[config.mk]
export PLATFORM = sky130hd
export DESIGN_NAME = sint_accum
export DESIGN_NICKNAME = d
export VERILOG_FILES = /design/src/rtl/sint_pkg.sv /design/src/rtl/sint_sweep_seq.sv /design/src/rtl/sint_win_align.sv /design/src/rtl/sint_ones_ctr.sv /design/src/rtl/sint_accum.sv
export SDC_FILE = /design/constraint.sdc
export NUM_CORES = 1
export LEC_CHECK = 0
export BUFFER_PORTS_ARGS = -buffer_cell sky130_fd_sc_hd__buf_2
export CAP_MARGIN = 20
export CORE_MARGIN = 1
export CORE_UTILIZATION = 46
export CTS_BUF_LIST = sky130_fd_sc_hd__clkbuf_4 sky130_fd_sc_hd__clkbuf_8
export CTS_CLUSTER_DIAMETER = 50
export DETAILED_ROUTE_END_ITERATION = 6
export GPL_ROUTABILITY_DRIVEN = 0
export PLACE_DENSITY = 0.71
export SKIP_LAST_GASP = 1
export SYNTH_ARGS = -nofsm -noshare
export SYNTH_HDL_FRONTEND = slang
export SYNTH_SLANG_ARGS = --single-unit
[constraint.sdc]
create_clock -name clk -period 1.31 [get_ports clk]
set_input_delay 0.131 -clock clk [delete_from_list [all_inputs] [get_ports clk]]
set_output_delay 0.131 -clock clk [all_outputs]
set_load 0.01 [all_outputs]
[src/rtl/sint_pkg.sv]
package sint_pkg;
  // Bits needed to hold a count of ones from 0 up to and including 2^w.
  function automatic int cnt_width(input int w);
    return w + 1;
  endfunction
endpackage

[src/rtl/sint_sweep_seq.sv]
module sint_sweep_seq #(
  parameter int RUN_W = 5
) (
  input  logic clk,
  input  logic rst_n,
  input  logic start_acc_i,
  output logic issue_o
);
  localparam logic [RUN_W-1:0] LAST_IDX = '1;

  logic             issue_q, issue_d;
  logic [RUN_W-1:0] idx_q, idx_d;
  logic             idx_en;

  always_comb begin
    issue_d = issue_q;
    idx_d   = idx_q;
    idx_en  = 1'b0;
    if (start_acc_i) begin
      issue_d = 1'b1;
      idx_d   = '0;
      idx_en  = 1'b1;
    end else if (issue_q) begin
      idx_en = 1'b1;
      idx_d  = idx_q + 1'b1;
      if (idx_q == LAST_IDX) issue_d = 1'b0;
    end
  end

  always_ff @(posedge clk or negedge rst_n) begin
    if (!rst_n) begin
      issue_q <= 1'b0;
      idx_q   <= '0;
    end else begin
      issue_q <= issue_d;
      if (idx_en) idx_q <= idx_d;
    end
  end

  assign issue_o = issue_q;

  // the sweep ends only after the last index has been issued
  assert_run_len_R2: assert property (@(posedge clk) disable iff (!rst_n)
    $fell(issue_q) |-> $past(idx_q) == LAST_IDX);
endmodule

[src/rtl/sint_win_align.sv]
module sint_win_align #(
  parameter int PIPE_LAT = 2
) (
  input  logic clk,
  input  logic rst_n,
  input  logic issue_i,
  output logic win_o,
  output logic last_o,
  output logic drain_o
);
  logic [PIPE_LAT-1:0] stage_q, stage_d;
  logic [PIPE_LAT:0]   chain;

  assign chain   = {stage_q, issue_i};
  assign stage_d = chain[PIPE_LAT-1:0];

  always_ff @(posedge clk or negedge rst_n) begin
    if (!rst_n) stage_q <= '0;
    else        stage_q <= stage_d;
  end

  assign win_o   = chain[PIPE_LAT];
  assign last_o  = chain[PIPE_LAT] & ~chain[PIPE_LAT-1];
  assign drain_o = |stage_q;

  // the window opens only after the sweep has been running
  assert_win_follows_R3: assert property (@(posedge clk) disable iff (!rst_n)
    $rose(win_o) |-> $past(stage_q[0]));
endmodule

[src/rtl/sint_ones_ctr.sv]
module sint_ones_ctr
  import sint_pkg::*;
#(
  parameter int RES_W = 5
) (
  input  logic             clk,
  input  logic             rst_n,
  input  logic             clr_i,
  input  logic             win_i,
  input  logic             last_i,
  input  logic             sbit_i,
  input  logic             vld_i,
  output logic             done_o,
  output logic [RES_W-1:0] result_o
);
  localparam int CW = cnt_width(RES_W);

  logic [CW-1:0] cnt_q, cnt_d;
  logic          cnt_en, inc;
  logic          done_q, done_d;

  assign inc = win_i & vld_i & sbit_i;

  always_comb begin
    cnt_en = clr_i | inc;
    cnt_d  = clr_i ? '0 : cnt_q + 1'b1;
    done_d = last_i & ~clr_i;
  end

  always_ff @(posedge clk or negedge rst_n) begin
    if (!rst_n) begin
      cnt_q  <= '0;
      done_q <= 1'b0;
    end else begin
      if (cnt_en) cnt_q <= cnt_d;
      done_q <= done_d;
    end
  end

  generate
    if (RES_W > 0) begin : g_sat
      assign result_o = cnt_q[CW-1] ? {RES_W{1'b1}} : cnt_q[RES_W-1:0];
    end
  endgenerate
  assign done_o = done_q;

  // the count never exceeds L*M
  assert_no_overflow_R6: assert property (@(posedge clk) disable iff (!rst_n)
    cnt_q[CW-1] |-> cnt_q[CW-2:0] == '0);
  // done is a single-cycle pulse
  assert_done_pulse_R7: assert property (@(posedge clk) disable iff (!rst_n)
    done_q |=> !done_q);
  // without a clear or a counted one the result holds
  assert_hold_R8: assert property (@(posedge clk) disable iff (!rst_n)
    (!clr_i && !inc) |=> $stable(result_o));
endmodule

[src/rtl/sint_accum.sv]
module sint_accum #(
  parameter int LOG_L    = 2,
  parameter int LOG_M    = 3,
  parameter int PIPE_LAT = 2
) (
  input  logic                   clk,
  input  logic                   rst_n,
  input  logic                   start_i,
  input  logic                   sbit_i,
  input  logic                   sbit_vld_i,
  output logic                   sweep_en_o,
  output logic                   busy_o,
  output logic                   done_o,
  output logic [LOG_L+LOG_M-1:0] result_o
);
  localparam int RES_W = LOG_L + LOG_M;

  logic [1:0] rst_sync_q;
  logic       rst_int_n;
  logic       issue, win, last, drain, start_acc;

  always_ff @(posedge clk or negedge rst_n) begin
    if (!rst_n) rst_sync_q <= 2'b00;
    else        rst_sync_q <= {rst_sync_q[0], 1'b1};
  end
  assign rst_int_n = rst_sync_q[1];

  assign busy_o     = issue | drain;
  assign start_acc  = start_i & ~busy_o;
  assign sweep_en_o = issue;

  sint_sweep_seq #(.RUN_W(RES_W)) u_seq (
    .clk(clk), .rst_n(rst_int_n), .start_acc_i(start_acc), .issue_o(issue));

  sint_win_align #(.PIPE_LAT(PIPE_LAT)) u_win (
    .clk(clk), .rst_n(rst_int_n), .issue_i(issue),
    .win_o(win), .last_o(last), .drain_o(drain));

  sint_ones_ctr #(.RES_W(RES_W)) u_ctr (
    .clk(clk), .rst_n(rst_int_n), .clr_i(start_acc), .win_i(win),
    .last_i(last), .sbit_i(sbit_i), .vld_i(sbit_vld_i),
    .done_o(done_o), .result_o(result_o));

  // a sweep only begins from an idle start
  assert_start_idle_R9: assert property (@(posedge clk) disable iff (!rst_int_n)
    $rose(sweep_en_o) |-> $past(start_i && !busy_o));
  // done arrives as busy falls
  assert_done_busy_R7: assert property (@(posedge clk) disable iff (!rst_int_n)
    done_o |-> !busy_o);
endmodule

==> qor.txt <==
status: finished with violations
failing checks: setup timing
vias post-DR: 606
number of fill cells: 109
leading cell types by total area after synthesis: dfrtp_1, ha_1, xor2_1
Final Core Density: 70.0%
asr flop ratio synth: 100%
crit end category: primary output
Ys Warns: 0
max_slew headroom: 59.4%
core area: 1520 µm²
Worst R2R Setup Slack: -0.05 ns
Worst R2R End: u_seq.idx_q[0]$_DFFE_PN0P_
post-DP HPWL: 949 µm
drc violations: 0
H-tree depth: 1
leak pwr: 0.502 nW
sequential fraction of the synthesis area: 55.8%
Setup CP Type: flop to primary output
Seq cells post-synth: 17
CTS root buf: clkbuf_4
GRT overflow: 0
Req. time, crit path: 1.18 ns
setup violators final: 5
number of vias per cell: 5.36
r2r startpoint: u_win.stage_q[1]$_DFF_PN0_
ys flop type: dfrtp_1
Netlist cell types: 24
Die ar.: 1820 µm²
vias in the first global route: 618
Mapped Cells: 68
Register-to-Register Path Depth: 4
top-count cell post-synth: dfrtp_1
Routed Antenna Nets: 0
Pre-antenna DRT Iters: 4
maximum vdd drop: 1.31 mV
Design Power: 2.33 mW
final hold violations: 0
HP Class: input port to asynchronous set/reset pin
CP Launch Type: flop
Synth top cells by count: dfrtp_1, nor2_1, nand2_1, o21ai_0, or2_2
post-synthesis net count: 76
clk sink count: 17
largest area contributor in the netlist: dfrtp_1
share of the synthesized area in the top cell type: 55.8%
num rows: 14
Routed WL: 1.66 mm
die width: 42.7 µm
num ports: 13
layout cells sized above 1: 45.4%
Setup WS post-layout: -0.0511 ns
RSZ-0062 raised after global routing: yes
Skew-Pair Late Insertion Delay: 0.29 ns
number of synthesized flops with an enable pin: 0
Synth Area per Inst: 11.2 µm²
antenna violations before repair: 0
first-pass GRT wire length: 2.66 mm
nets: 106
largest net degree at the start of global routing: 16
PortBufs: 12
Initial Util: 50.0%
clk slew on worst S/H paths: 0.10 ns
n_diodes: 0
routed len/inst: 14.7 µm
Die Y: 42.7 µm
Area Overhead vs Synth: 39.9%
crit path time final: 1.36 ns
Max Clock Skew: 0.00101 ns
Least-Margin Pin Slew: 0.610 ns
Post-Syn Area: 762 µm²
gr usage total: 20.5%
TritonCTS clock tree: done
Iter 0 DRT Violations: 13
Worst Path Arrival: 1.23 ns
Reg area: 425 µm²
CP Max Fanout: 2
Max Slew Vio Count: 0
CTS buffer count: 3
final worst path period share: 104%
Clock Tree Buf Depth: 2
max-cap viol count: 0
area of the multi-input gates: 370 µm²
Highest Clock Rate: 735 MHz
pwr dens: 2190 nW/µm²
[cells by family (layout without fill, tap and decap cells)]
kind of cell,after synthesis,count (layout),synth area share [%]
mux,2,2,2.63
flops,17,17,55.8
compound gates,9,9,6.73
xor+xnor,4,4,4.60
simple gates,29,29,23.2
other cells,1,1,0.492
fa+ha+maj,3,3,4.93
buf+inv,3,32,1.64
[worst max-delay path by stage]
stage               slack [ns]                  startpoint                          to  depth (start not counted)
global placement         0.007  u_seq.idx_q[0]$_DFFE_PN0P_  u_seq.idx_q[4]$_DFFE_PN0P_                          5
finish                   -0.05  u_win.stage_q[0]$_DFF_PN0_                      busy_o                          2
floorplan                0.002     u_seq.issue_o$_DFF_PN0_  u_seq.idx_q[0]$_DFFE_PN0P_                          4
CTS                      -0.06  u_win.stage_q[0]$_DFF_PN0_                      busy_o                          2
global route              -0.1  u_win.stage_q[1]$_DFF_PN0_  u_seq.idx_q[1]$_DFFE_PN0P_                          4
detailed placement       0.003  u_seq.idx_q[0]$_DFFE_PN0P_  u_seq.idx_q[4]$_DFFE_PN0P_                          5
[cells in the final DEF (no fill, tap or decap), types with 2 or more instances in the layout]
master,instances
nor2_1,6
o21ai_0,5
buf_4,11
or3_1,2
mux2i_1,2
or2_4,5
a21oi_1,2
nand2_1,5
dfrtp_1,17
buf_6,8
buf_2,6
inv_1,2
nand4_1,2
clkbuf_4,4
xor2_1,4
[where the power goes]
group	switching, mW	internal [mW]	total [mW]
registers	0.191	0.737	0.928
clock network	0.168	0.139	0.307
logic	0.459	0.637	1.10
total	0.818	1.51	2.33
[state kept, by name, indices dropped and copies added (netlist names)]
register	flops
u_win.stage_q	2
u_seq.issue_o	1
rst_sync_q	2
u_seq.idx_q	5
u_ctr.done_o	1
u_ctr.cnt_q	6
[layer usage]
metal | vias up | GRT usage (%) | share of wire (%)
met4 | 0 | 12.5 | 2.4
li1 | 292 | - | -
met3 | 5 | 4.68 | 2.9
met5 | - | 0 | 0
met1 | 294 | 23.9 | 42
met2 | 15 | 33.9 | 52
[layout make-up]
class / count / share of cell area, %
timing repair buffer: 26 / 20.0
multi-input combinational: 48 / 34.7
sequential: 17 / 39.9
inverter: 2 / 0.704
clock buffer: 4 / 2.82
tap: 16 / 1.88
[through the flow]
| stage | cell area, µm² | hold slack (ns) | cells | setup TNS, ns | worst slack, ns |
|---|---|---|---|---|---|
| after floorplan | 782 | -0.165 | 68 | 0 | 0.00218 |
| after global placement | 888 | -0.0840 | 100 | 0 | 0.00750 |
| after detailed placement | 888 | -0.0815 | 100 | 0 | 0.00350 |
| after CTS | 1030 | 0.130 | 110 | -0.139 | -0.0562 |
| after global routing | 1070 | 0.134 | 113 | -0.563 | -0.0984 |
| final | 1070 | 0.136 | 113 | -0.152 | -0.0511 |
[worst max-delay path, stage by stage (launching register included)]
cell	delay, ns
dfrtp_1	0.39
or3_4	0.42
buf_6	0.14
[what timing repair did]
item,in CTS,in global routing
pin swaps,0,3
setup buffers,5,3
hold endpoints to repair,2,0
hold buffers,1,0
endpoints found under the setup margin,8,13
resized for setup,14,2
Power figures use the tool's default switching activity.
